**config.mk**
```make
export PLATFORM = sky130hd
export DESIGN_NAME = dual_space_i2c_target
export DESIGN_NICKNAME = d
export VERILOG_FILES = /design/src/rtl/dsi_pkg.sv /design/src/rtl/dsi_line_front.sv /design/src/rtl/dsi_pwrup.sv /design/src/rtl/dsi_bank.sv /design/src/rtl/dsi_ctrl.sv /design/src/rtl/dual_space_i2c_target.sv
export SDC_FILE = /design/constraint.sdc
export NUM_CORES = 1
export LEC_CHECK = 0
export BUFFER_PORTS_ARGS = -buffer_cell sky130_fd_sc_hd__buf_2
export CAP_MARGIN = 0
export CORE_ASPECT_RATIO = 0.75
export CORE_MARGIN = 5
export CORE_UTILIZATION = 57
export CTS_BUF_LIST = sky130_fd_sc_hd__clkbuf_4
export DETAILED_ROUTE_END_ITERATION = 8
export GPL_ROUTABILITY_DRIVEN = 0
export HOLD_SLACK_MARGIN = 0.05
export PLACE_DENSITY = 0.8
export SYNTH_ARGS = -nofsm -noshare
export SYNTH_HDL_FRONTEND = slang
export SYNTH_HIERARCHICAL = 1
export SYNTH_SLANG_ARGS = --single-unit
```
**constraint.sdc**
```tcl
create_clock -name clk -period 5.06 [get_ports clk]
set_input_delay 0.506 -clock clk [delete_from_list [all_inputs] [get_ports clk]]
set_output_delay 0.506 -clock clk [all_outputs]
set_load 0.02 [all_outputs]
```
**src/rtl/dsi_pkg.sv**
```systemverilog
package dsi_pkg;

  localparam logic [6:0] ID_REGS = 7'b1101111;
  localparam logic [6:0] ID_USER = 7'b1010111;

  localparam logic SPACE_REGS = 1'b0;
  localparam logic SPACE_USER = 1'b1;

  typedef enum logic [2:0] {
    ST_IDLE,
    ST_RX,
    ST_DEC,
    ST_ACK,
    ST_TX,
    ST_MACK
  } dsi_state_e;

  typedef enum logic [1:0] {
    RX_ID,
    RX_WADDR,
    RX_WDATA
  } dsi_rx_e;

  // Pointer advance that holds at the top of the 8-bit range.
  function automatic logic [7:0] ptr_step(input logic [7:0] p);
    return (p == 8'hFF) ? p : p + 8'd1;
  endfunction

endpackage

```
**src/rtl/dsi_line_front.sv**
```systemverilog
module dsi_line_front #(
  parameter int SYNC_STAGES = 2
) (
  input  logic clk,
  input  logic rst_n,
  input  logic scl_i,
  input  logic sda_i,
  output logic scl_s,
  output logic sda_s,
  output logic scl_rise,
  output logic scl_fall,
  output logic start_det,
  output logic stop_det
);

  logic [SYNC_STAGES-1:0] scl_sync_q, sda_sync_q;
  logic                   scl_prev_q, sda_prev_q;

  always_ff @(posedge clk or negedge rst_n) begin
    if (!rst_n) begin
      scl_sync_q <= '1;
      sda_sync_q <= '1;
      scl_prev_q <= 1'b1;
      sda_prev_q <= 1'b1;
    end else begin
      scl_sync_q <= {scl_sync_q[SYNC_STAGES-2:0], scl_i};
      sda_sync_q <= {sda_sync_q[SYNC_STAGES-2:0], sda_i};
      scl_prev_q <= scl_s;
      sda_prev_q <= sda_s;
    end
  end

  always_comb begin
    scl_s     = scl_sync_q[SYNC_STAGES-1];
    sda_s     = sda_sync_q[SYNC_STAGES-1];
    scl_rise  = scl_s & ~scl_prev_q;
    scl_fall  = ~scl_s & scl_prev_q;
    start_det = scl_s & scl_prev_q & sda_prev_q & ~sda_s;
    stop_det  = scl_s & scl_prev_q & ~sda_prev_q & sda_s;
  end

endmodule

```
**src/rtl/dsi_pwrup.sv**
```systemverilog
module dsi_pwrup #(
  parameter int CYCLES = 64
) (
  input  logic clk,
  input  logic rst_n,
  output logic ready_o
);

  localparam int CW = $clog2(CYCLES + 1);

  logic [CW-1:0] cnt_q, cnt_d;

  always_comb begin
    ready_o = (cnt_q == CW'(CYCLES));
    cnt_d   = ready_o ? cnt_q : cnt_q + 1'b1;
  end

  always_ff @(posedge clk or negedge rst_n) begin
    if (!rst_n) cnt_q <= '0;
    else        cnt_q <= cnt_d;
  end

endmodule

```
**src/rtl/dsi_bank.sv**
```systemverilog
module dsi_bank #(
  parameter int DEPTH = 16
) (
  input  logic       clk,
  input  logic       we_i,
  input  logic [7:0] waddr_i,
  input  logic [7:0] wdata_i,
  input  logic [7:0] raddr_i,
  output logic [7:0] rdata_o
);

  localparam int IW = (DEPTH > 1) ? $clog2(DEPTH) : 1;

  logic [7:0] mem [DEPTH];
  logic       w_in, r_in;

  always_comb begin
    w_in    = int'(waddr_i) < DEPTH;
    r_in    = int'(raddr_i) < DEPTH;
    rdata_o = r_in ? mem[raddr_i[IW-1:0]] : 8'h00;
  end

  always_ff @(posedge clk) begin
    if (we_i && w_in) mem[waddr_i[IW-1:0]] <= wdata_i;
  end

endmodule

```
**src/rtl/dsi_ctrl.sv**
```systemverilog
module dsi_ctrl
  import dsi_pkg::*;
(
  input  logic       clk,
  input  logic       rst_n,
  input  logic       ready_i,
  input  logic       sda_s,
  input  logic       scl_rise,
  input  logic       scl_fall,
  input  logic       start_det,
  input  logic       stop_det,
  input  logic [7:0] rd_data_i,
  output logic       sda_oe_o,
  output logic       space_o,
  output logic [7:0] ptr_o,
  output logic       wr_stb_o,
  output logic       wr_space_o,
  output logic [7:0] wr_addr_o,
  output logic [7:0] wr_data_o
);

  dsi_state_e state_q, state_d;
  dsi_rx_e    kind_q, kind_d;
  logic [2:0] bitc_q, bitc_d;
  logic [7:0] sh_q, sh_d;
  logic [7:0] ptr_q, ptr_d;
  logic       ack_q, ack_d;
  logic       rw_q, rw_d;
  logic       space_q, space_d;
  logic       pv_q, pv_d;
  logic       psp_q, psp_d;
  logic       oe_q, oe_d;
  logic       more_q, more_d;
  logic       wstb_q, wstb_d;
  logic       wsp_q, wsp_d;
  logic [7:0] wadr_q, wadr_d;
  logic [7:0] wdat_q, wdat_d;

  logic [7:0] rx_byte;
  logic       id_hit, id_space, id_ok;

  always_comb begin
    rx_byte  = {sh_q[6:0], sda_s};
    id_hit   = (rx_byte[7:1] == ID_REGS) || (rx_byte[7:1] == ID_USER);
    id_space = (rx_byte[7:1] == ID_USER) ? SPACE_USER : SPACE_REGS;
    // a read after a dummy write must name the same space
    id_ok    = id_hit && !(rx_byte[0] && pv_q && (id_space != psp_q));
  end

  always_comb begin
    state_d = state_q;  kind_d  = kind_q;   bitc_d  = bitc_q;
    sh_d    = sh_q;     ptr_d   = ptr_q;    ack_d   = ack_q;
    rw_d    = rw_q;     space_d = space_q;  pv_d    = pv_q;
    psp_d   = psp_q;    oe_d    = oe_q;     more_d  = more_q;
    wstb_d  = 1'b0;     wsp_d   = wsp_q;    wadr_d  = wadr_q;
    wdat_d  = wdat_q;

    if (start_det && ready_i) begin
      state_d = ST_RX;
      kind_d  = RX_ID;
      bitc_d  = 3'd0;
      oe_d    = 1'b0;
    end else if (stop_det) begin
      state_d = ST_IDLE;
      oe_d    = 1'b0;
      pv_d    = 1'b0;
    end else begin
      unique case (state_q)
        ST_IDLE: ;
        ST_RX: if (scl_rise) begin
          sh_d   = rx_byte;
          bitc_d = bitc_q + 3'd1;
          if (bitc_q == 3'd7) begin
            state_d = ST_DEC;
            unique case (kind_q)
              RX_ID: begin
                ack_d = id_ok;
                if (id_ok) begin
                  space_d = id_space;
                  rw_d    = rx_byte[0];
                  if (!rx_byte[0]) begin
                    pv_d  = 1'b1;
                    psp_d = id_space;
                  end
                end
              end
              RX_WADDR: begin
                ack_d = 1'b1;
                ptr_d = rx_byte;
              end
              default: begin
                ack_d  = 1'b1;
                wstb_d = 1'b1;
                wsp_d  = space_q;
                wadr_d = ptr_q;
                wdat_d = rx_byte;
                ptr_d  = ptr_step(ptr_q);
              end
            endcase
          end
        end
        ST_DEC: if (scl_fall) begin
          if (ack_q) begin
            oe_d    = 1'b1;
            state_d = ST_ACK;
          end else begin
            state_d = ST_IDLE;
          end
        end
        ST_ACK: if (scl_fall) begin
          bitc_d = 3'd0;
          if (kind_q == RX_ID && rw_q) begin
            sh_d    = rd_data_i;
            oe_d    = ~rd_data_i[7];
            ptr_d   = ptr_step(ptr_q);
            state_d = ST_TX;
          end else begin
            oe_d    = 1'b0;
            state_d = ST_RX;
            kind_d  = (kind_q == RX_ID) ? RX_WADDR : RX_WDATA;
          end
        end
        ST_TX: if (scl_fall) begin
          if (bitc_q == 3'd7) begin
            oe_d    = 1'b0;
            state_d = ST_MACK;
          end else begin
            sh_d   = {sh_q[6:0], 1'b0};
            oe_d   = ~sh_q[6];
            bitc_d = bitc_q + 3'd1;
          end
        end
        ST_MACK: begin
          if (scl_rise) more_d = ~sda_s;
          if (scl_fall) begin
            if (more_q) begin
              sh_d    = rd_data_i;
              oe_d    = ~rd_data_i[7];
              ptr_d   = ptr_step(ptr_q);
              bitc_d  = 3'd0;
              state_d = ST_TX;
            end else begin
              state_d = ST_IDLE;
            end
          end
        end
        default: state_d = ST_IDLE;
      endcase
    end
  end

  always_ff @(posedge clk or negedge rst_n) begin
    if (!rst_n) begin
      state_q <= ST_IDLE;  kind_q  <= RX_ID;  bitc_q <= '0;
      sh_q    <= '0;       ptr_q   <= '0;     ack_q  <= 1'b0;
      rw_q    <= 1'b0;     space_q <= 1'b0;   pv_q   <= 1'b0;
      psp_q   <= 1'b0;     oe_q    <= 1'b0;   more_q <= 1'b0;
      wstb_q  <= 1'b0;     wsp_q   <= 1'b0;   wadr_q <= '0;
      wdat_q  <= '0;
    end else begin
      state_q <= state_d;  kind_q  <= kind_d;  bitc_q <= bitc_d;
      sh_q    <= sh_d;     ptr_q   <= ptr_d;   ack_q  <= ack_d;
      rw_q    <= rw_d;     space_q <= space_d; pv_q   <= pv_d;
      psp_q   <= psp_d;    oe_q    <= oe_d;    more_q <= more_d;
      wstb_q  <= wstb_d;   wsp_q   <= wsp_d;   wadr_q <= wadr_d;
      wdat_q  <= wdat_d;
    end
  end

  always_comb begin
    sda_oe_o   = oe_q;
    space_o    = space_q;
    ptr_o      = ptr_q;
    wr_stb_o   = wstb_q;
    wr_space_o = wsp_q;
    wr_addr_o  = wadr_q;
    wr_data_o  = wdat_q;
  end

endmodule

```
**src/rtl/dual_space_i2c_target.sv**
```systemverilog
module dual_space_i2c_target #(
  parameter int REG_DEPTH    = 32,
  parameter int USER_DEPTH   = 16,
  parameter int PWRUP_CYCLES = 64,
  parameter int SYNC_STAGES  = 2
) (
  input  logic       clk,
  input  logic       rst_n,
  input  logic       scl_i,
  input  logic       sda_i,
  output logic       sda_oe_o,
  output logic       wr_stb_o,
  output logic       wr_space_o,
  output logic [7:0] wr_addr_o,
  output logic [7:0] wr_data_o
);

  localparam int NSPACE = 2;

  logic [1:0] rst_pipe_q;
  logic       rst_int_n;
  logic       scl_s, sda_s, scl_rise, scl_fall, start_det, stop_det;
  logic       pwr_ready;
  logic       rd_space;
  logic [7:0] rd_ptr, rd_data;
  logic [7:0] bank_rd [NSPACE];

  always_ff @(posedge clk or negedge rst_n) begin
    if (!rst_n) rst_pipe_q <= '0;
    else        rst_pipe_q <= {rst_pipe_q[0], 1'b1};
  end
  assign rst_int_n = rst_pipe_q[1];

  dsi_line_front #(.SYNC_STAGES(SYNC_STAGES)) u_front (
    .clk(clk), .rst_n(rst_int_n), .scl_i(scl_i), .sda_i(sda_i),
    .scl_s(scl_s), .sda_s(sda_s), .scl_rise(scl_rise), .scl_fall(scl_fall),
    .start_det(start_det), .stop_det(stop_det)
  );

  dsi_pwrup #(.CYCLES(PWRUP_CYCLES)) u_pwrup (
    .clk(clk), .rst_n(rst_int_n), .ready_o(pwr_ready)
  );

  dsi_ctrl u_ctrl (
    .clk(clk), .rst_n(rst_int_n), .ready_i(pwr_ready), .sda_s(sda_s),
    .scl_rise(scl_rise), .scl_fall(scl_fall), .start_det(start_det),
    .stop_det(stop_det), .rd_data_i(rd_data), .sda_oe_o(sda_oe_o),
    .space_o(rd_space), .ptr_o(rd_ptr), .wr_stb_o(wr_stb_o),
    .wr_space_o(wr_space_o), .wr_addr_o(wr_addr_o), .wr_data_o(wr_data_o)
  );

  for (genvar g = 0; g < NSPACE; g++) begin : g_space
    localparam int DEPTH = (g == 0) ? REG_DEPTH : USER_DEPTH;
    dsi_bank #(.DEPTH(DEPTH)) u_bank (
      .clk(clk),
      .we_i(wr_stb_o && (wr_space_o == 1'(g))),
      .waddr_i(wr_addr_o),
      .wdata_i(wr_data_o),
      .raddr_i(rd_ptr),
      .rdata_o(bank_rd[g])
    );
  end

  assign rd_data = bank_rd[rd_space];

endmodule

```
==> flow_summary.json, run 1 <==
{
  "arrival_ns": 4.06,
  "syn-num-nets": 1028,
  "via_per_inst": 6.22,
  "design_area_um2": 20500,
  "vdd_ir_drop_max_mv": 0.231,
  "cp_num_buf_inv": 1,
  "clock-sinks": 447,
  "hold_viol": 0,
  "seq_area_frac_synth": 0.699,
  "worstPathRequired_ns": 5.71,
  "wl_per_cell_um": 24.1,
  "cts_root_buffer": "clkbuf_4",
  "first_iter_violations": 1182,
  "intPower_w": 0.00539,
  "grt_pass1_wl_um": 60000,
  "drc_errors": 0,
  "numCtsBuffers": 103,
  "ys_warn_count": 6,
  "clk_latency_ns": 0.75,
  "cp_max_fo": 54,
  "timing.final.crit_share": 0.673,
  "cp-start-kind": "register",
  "fin_setup_tns_ns": 0,
  "clock_path_buffers": 3,
  "dp_hpwl_um": 23700,
  "holdWs_ns": 0.355,
  "nets": 1124,
  "hold_start": "u_front/scl_sync_q[0]",
  "cp_slowest_cell": "dfrtp_4",
  "netlist_instances": 1019,
  "slowest_delay_ns": 0.78,
  "cts_tree": "done",
  "ant_nets": 0,
  "finalPower_w": 0.00674,
  "critical-path-top-delay-family": "compound AO/OA/AOI/OAI gates",
  "ioPinCount": 23,
  "io_buffer_count": 22,
  "power_switching_w": 0.00135,
  "yosysTopAreaCell": "edfxtp_1",
  "crit_path_end_kind": "register",
  "grt_pass1_vias": 9963,
  "start_util": 0.578,
  "powerDensity_nw_per_um2": 329,
  "fmax_mhz": 294,
  "syn_area_um2": 18800,
  "seqPwrFrac": 0.587,
  "slew_headroom": 0.118,
  "drive_above_1_share": 0.248,
  "power_leakage_nw": 5.77,
  "cp-startpoint": "u_ctrl/ptr_o[2]",
  "timing.hold.worst.class": "reg -> reg",
  "worstMarginPinSlew_ns": 1.31,
  "r2r_start": "u_ctrl/ptr_o[2]",
  "syn_to_final_growth_pct": 9.06,
  "vias": 10156,
  "core_area_um2": 32400,
  "overflow": 0,
  "die_w_um": 219,
  "core.rowCount": 57,
  "switching_share": 0.200,
  "synth_top_area_frac": 0.615,
  "drt_wl_total_um": 39300,
  "dieArea_um2": 36700,
  "cts-htree-levels": 3,
  "fin_util": 0.630,
  "synthArstFlopShare": 0.141,
  "crit_chain": "buf_4, nor2b_1, a22oi_1, a22oi_1, o211ai_1, mux2_4, o21ai_0, nand4_1, a21oi_1",
  "syn_avg_cell_area_um2": 18.4,
  "dpl_cell_area_um2": 19100,
  "setup_violations": 0,
  "antenna_found_initial": 1,
  "maxCapViolations": 0,
  "skew_ns": 0.0565,
  "drtPass1Iterations": 5,
  "yosys-top-cells-area": "edfxtp_1, mux4_1, dfrtp_1",
  "grt.total_usage": 0.216,
  "path_class": "reg -> reg",
  "combPwrFrac": 0.003,
  "clock_power_share": 0.410,
  "cts_setup_buffers": 0,
  "clkTransAtPathRegs_ns": 0.07,
  "ys_types": 81,
  "fill_cells": 2221,
  "outcome": "complete, no violations",
  "period_minus_slack_ns": 3.41,
  "synth_ff_type": "edfxtp_1",
  "slew_violations": 0,
  "grt_max_degree": 66,
  "die_y_um": 167,
  "rsz0062_at_grt": "no",
  "synth_edf_count": 384,
  "ys_ff_latch": 447,
  "cpMostUsedCell": "a22oi_1"
}
-- power groups by stage --
| stage | logic, W | clock network [W] | registers [W] |
|---|---|---|---|
| detailed placement | 0.0000179 | 0 | 0.00403 |
| floorplan | 0.00000523 | 0 | 0.00404 |
| CTS | 0.0000203 | 0.00283 | 0.00395 |
| finish | 0.0000198 | 0.00276 | 0.00395 |
| global route | 0.0000232 | 0.00304 | 0.00395 |
| global placement | 0.0000179 | 0 | 0.00403 |
-- placed cells by master, fill, tap and decap left out, types with 5 or more instances in the layout --
master	synthesis	final
clkinv_1	0	18
dfrtp_1	57	53
a21oi_1	17	17
mux4_2	26	26
a21oi_2	8	8
a31oi_1	12	12
mux2_4	18	18
mux2_2	13	13
o21ai_0	18	18
o22ai_1	6	6
a2bb2oi_1	7	7
nor2b_1	10	10
inv_1	11	11
nor3_1	7	7
dfstp_2	6	6
ha_1	5	5
nand3_1	24	24
clkbuf_4	0	153
a221o_1	8	8
mux2i_1	53	53
buf_4	6	14
xnor2_1	6	6
and2_1	5	5
a22oi_1	23	23
o211ai_1	9	9
clkinv_2	0	5
nand2b_1	8	8
nand2_1	32	32
edfxtp_1	384	384
nand3b_1	6	6
a221oi_1	6	6
mux4_1	55	55
nand4_1	5	5
buf_2	10	22
nor2_1	63	63
-- routing by layer --
| metal | global-route usage | wire length (um) | vias to the layer above | share of wire |
|---|---|---|---|---|
| li1 | - | - | 4437 | - |
| met1 | 0.336 | 16400 | 5057 | 0.42 |
| met2 | 0.307 | 17600 | 605 | 0.45 |
| met3 | 0.0578 | 4510 | 57 | 0.11 |
| met4 | 0.0609 | 677 | 0 | 0.017 |
| met5 | 0 | 0 | - | 0 |
-- registers in the layout, indices dropped and copies added, names as in the netlist, 2 cells and up --
signal,count
u_ctrl/wr_addr_o,8
u_ctrl/sh_q,7
g_space.u_bank/mem,384
u_ctrl/state_q,3
u_front/sda_sync_q,2
u_ctrl/kind_q,2
u_ctrl/ptr_o,8
u_ctrl/wr_data_o,8
rst_pipe_q,2
u_ctrl/bitc_q,3
u_pwrup/cnt_q,7
u_front/scl_sync_q,2
-- logic make-up after synthesis --
logic type | count (synthesis) | share of synthesized area
other cells | 1 | 0.000200
xor+xnor | 7 | 0.00327
compound gates | 134 | 0.0532
simple gates | 195 | 0.0549
mux | 169 | 0.161
buf+inv | 61 | 0.0246
flops | 447 | 0.699
fa+ha+maj | 5 | 0.00334
-- cells in the mapped netlist (all sizes together), types with 3 or more instances --
library cell	instances
dfrtp	57
clkbuf	11
a22oi	23
nand2	32
a2bb2oi	7
or3b	3
xnor2	6
o21ai	21
a221oi	6
nand3	24
or3	5
nand2b	8
dfstp	6
ha	5
buf	36
nand3b	6
and2	5
nand4	6
edfxtp	384
nor3	8
a21oi	25
mux2	35
and3b	3
a31oi	12
o211ai	9
and3	4
inv	12
nor2b	11
o2111ai	3
mux4	81
a221o	8
nor2	67
o22ai	6
mux2i	53
-- path summary, 6_finish.rpt --
path	to	slack, ns	depth (start not counted)
max in group asynchronous	u_ctrl/ptr_o[1]	4.07	1
worst min-delay path	u_front/scl_sync_q[1]	0.36	0
worst max register to register	u_ctrl/sda_oe_o	1.65	9
worst min register to register	u_front/scl_sync_q[1]	0.36	0
min in group asynchronous	u_ctrl/wr_data_o[0]	0.39	1
worst max-delay path	u_ctrl/sda_oe_o	1.65	9
-- final cells by class --
type	count	area, um^2	share of cell area
Antenna cell	1	2.50	0.000122
Sequential cell	447	13100	0.642
Multi-Input combinational cell	511	5180	0.253
Clock inverter	27	144	0.00703
Timing Repair Buffer	40	255	0.0125
Tap cell	442	553	0.0270
Clock buffer	153	1150	0.0562
Inverter	12	45.0	0.00220
-- metrics by stage --
| step | setup slack, ns | std cells |
|---|---|---|
| final | 1.65 | 1633 |
| after global routing | 1.44 | 1633 |
| after CTS | 1.72 | 1632 |
| after detailed placement | 1.72 | 1448 |
| after global placement | 1.69 | 1448 |
| after floorplan | 2.58 | 1019 |
-- timing repair --
action | CTS | global route
resized for setup | 0 | 0
hold endpoints to repair | 4 | 0
hold buffers | 4 | 0
setup endpoints to repair | 0 | 0
No activity file was read; power rests on OpenSTA's default activity.
==> run 2: changes to the inputs <==
==> constraint.sdc (replaced) <==
create_clock -name clk -period 3.2 [get_ports clk]
set_input_delay 0.32 -clock clk [delete_from_list [all_inputs] [get_ports clk]]
set_output_delay 0.32 -clock clk [all_outputs]
set_load 0.02 [all_outputs]
==> run 2 against run 1 <==
Against the previous run: setup slack got worse by 1.5 ns; cell count grew 4.5%; wire length is 9.1% higher; first-iteration DRC count up 12%; clock power rose by 65%; maximum frequency up 12%; critical endpoint unchanged; largest power group unchanged.
==> flow_summary.json, run 2 (synthesis results as in run 1) <==
{
  "core.rowCount": 57,
  "vias": 10664,
  "grt.total_usage": 0.237,
  "cts_tree": "done",
  "final_cell_mix": "edfxtp_1, clkbuf_4, buf_4",
  "grt_max_degree": 51,
  "dieArea_um2": 36700,
  "io_buffer_count": 22,
  "worstPathRequired_ns": 3.86,
  "slew_violations": 0,
  "met3_usage": 0.0700,
  "outcome": "complete, no violations",
  "dpl_cell_area_um2": 19600,
  "first_iter_violations": 1327,
  "antenna_found_initial": 2,
  "power_leakage_nw": 6.15,
  "via_per_inst": 6.25,
  "cp-startpoint": "u_ctrl/ptr_o[1]",
  "setup_ws_ns": 0.150,
  "nets": 1188,
  "hold_depth": 2,
  "drive_above_1_share": 0.285,
  "die_w_um": 219,
  "crit_path_end_kind": "register",
  "clock-sinks": 447,
  "clkTransAtPathRegs_ns": 0.07,
  "die_y_um": 167,
  "arrival_ns": 3.71,
  "slew_headroom": 0.279,
  "rsz0062_at_grt": "no",
  "cp_max_fo": 26,
  "finalPower_w": 0.0108,
  "cts_resized": 0,
  "ff2ff_path_depth": 9,
  "vdd_ir_drop_max_mv": 0.409,
  "design_area_um2": 21000,
  "timing.final.crit_share": 0.953,
  "numCtsBuffers": 103,
  "fin_setup_tns_ns": 0,
  "core_area_um2": 32400,
  "min_to": "u_front/sda_sync_q[0]",
  "period_minus_slack_ns": 3.05,
  "clock_path_buffers": 3,
  "drtPass1Iterations": 6,
  "cts_setup_buffers": 0,
  "fmax_mhz": 328,
  "top_usage_layer": "met1",
  "largest_register_ff_count": 384,
  "path_class": "reg -> reg",
  "drt_wl_total_um": 42800,
  "holdWs_ns": 0.227,
  "timing.hold.worst.class": "in -> reg",
  "place_ws_ns": 0.189,
  "grt_pass1_vias": 10841,
  "overflow": 0,
  "setup_violations": 0,
  "r2r_start": "u_ctrl/ptr_o[1]",
  "cp-start-kind": "register",
  "ant_nets": 0,
  "drc_errors": 0,
  "ioPinCount": 23,
  "grt_use_met2": 0.349,
  "syn_to_final_growth_pct": 12.2,
  "r2r_end": "u_ctrl/sda_oe_o",
  "clk_latency_ns": 0.77,
  "hold_viol": 0,
  "ff2ff_setup_slack_ns": 0.15,
  "skew_ns": 0.0499,
  "hold_start": "sda_i",
  "cts-htree-levels": 3,
  "dp_hpwl_um": 27400,
  "fill_cells": 2191,
  "cts_root_buffer": "clkbuf_4",
  "start_util": 0.578,
  "grt_pass1_wl_um": 65600,
  "maxCapViolations": 0,
  "cts_hold_buf": 4,
  "powerDensity_nw_per_um2": 515,
  "final_common_cell": "edfxtp_1",
  "met1_usage": 0.354,
  "worstMarginPinSlew_ns": 1.08,
  "wl_per_cell_um": 25.1
}
## run 2: cell count changes in the layout (fill, tap and decap cells not counted), sizes merged
cell    previous run  this run
bufinv             1         2
clkbuf           153       156
diode              1         2
inv               14        12
clkinv            24        31
buf               36       100
## run 2: how the worst max path moves through the flow
| stage | to | slack (ns) | depth (start not counted) |
|---|---|---|---|
| 4_1_cts | u_ctrl/sda_oe_o | 0.19 | 9 |
| 5_1_grt | u_ctrl/sda_oe_o | 0.09 | 9 |
| 3_5_place_dp | u_ctrl/sda_oe_o | 0.19 | 9 |
| 3_3_place_gp | u_ctrl/sda_oe_o | 0.34 | 8 |
| 2_1_floorplan | u_ctrl/sh_q[0] | 0.72 | 10 |
| 6_report | u_ctrl/sda_oe_o | 0.15 | 9 |
## run 2: final cells by class
class,instances,area (um^2),area share
Antenna cell,2,5.00,0.000238
Clock buffer,156,1170,0.0557
Clock inverter,33,190,0.00904
Inverter,12,45.0,0.00214
Tap cell,442,553,0.0263
Sequential cell,447,13100,0.624
Multi-Input combinational cell,511,5180,0.246
Timing Repair Buffer,104,773,0.0367
## run 2: worst max-delay path: stages (launching register included)
cell and delay [ns]:
dfrtp_4 0.72, buf_4 0.29, mux4_1 0.57, mux2i_1 0.28, a221o_1 0.21, a31oi_1 0.07
mux2_4 0.35, o21ai_0 0.21, nand4_1 0.12, a21oi_1 0.14
## run 2: layer usage
| metal | wire length [um] | vias up |
|---|---|---|
| met5 | 0 | - |
| met4 | 674 | 0 |
| met3 | 5120 | 70 |
| met2 | 19500 | 661 |
| met1 | 17600 | 5360 |
| li1 | - | 4573 |
## run 2: report_power, final
group	switching [W]	internal, W	total [W]
logic	0.0000150	0.00000999	0.0000250
registers	0.0000147	0.00625	0.00626
clock network	0.00217	0.00239	0.00456
## run 2: metrics by stage
stage               instances  utilization
global placement         1512        0.605
floorplan                1019            -
detailed placement       1512        0.605
CTS                      1705        0.648
global route             1707        0.648
finish                   1707        0.648
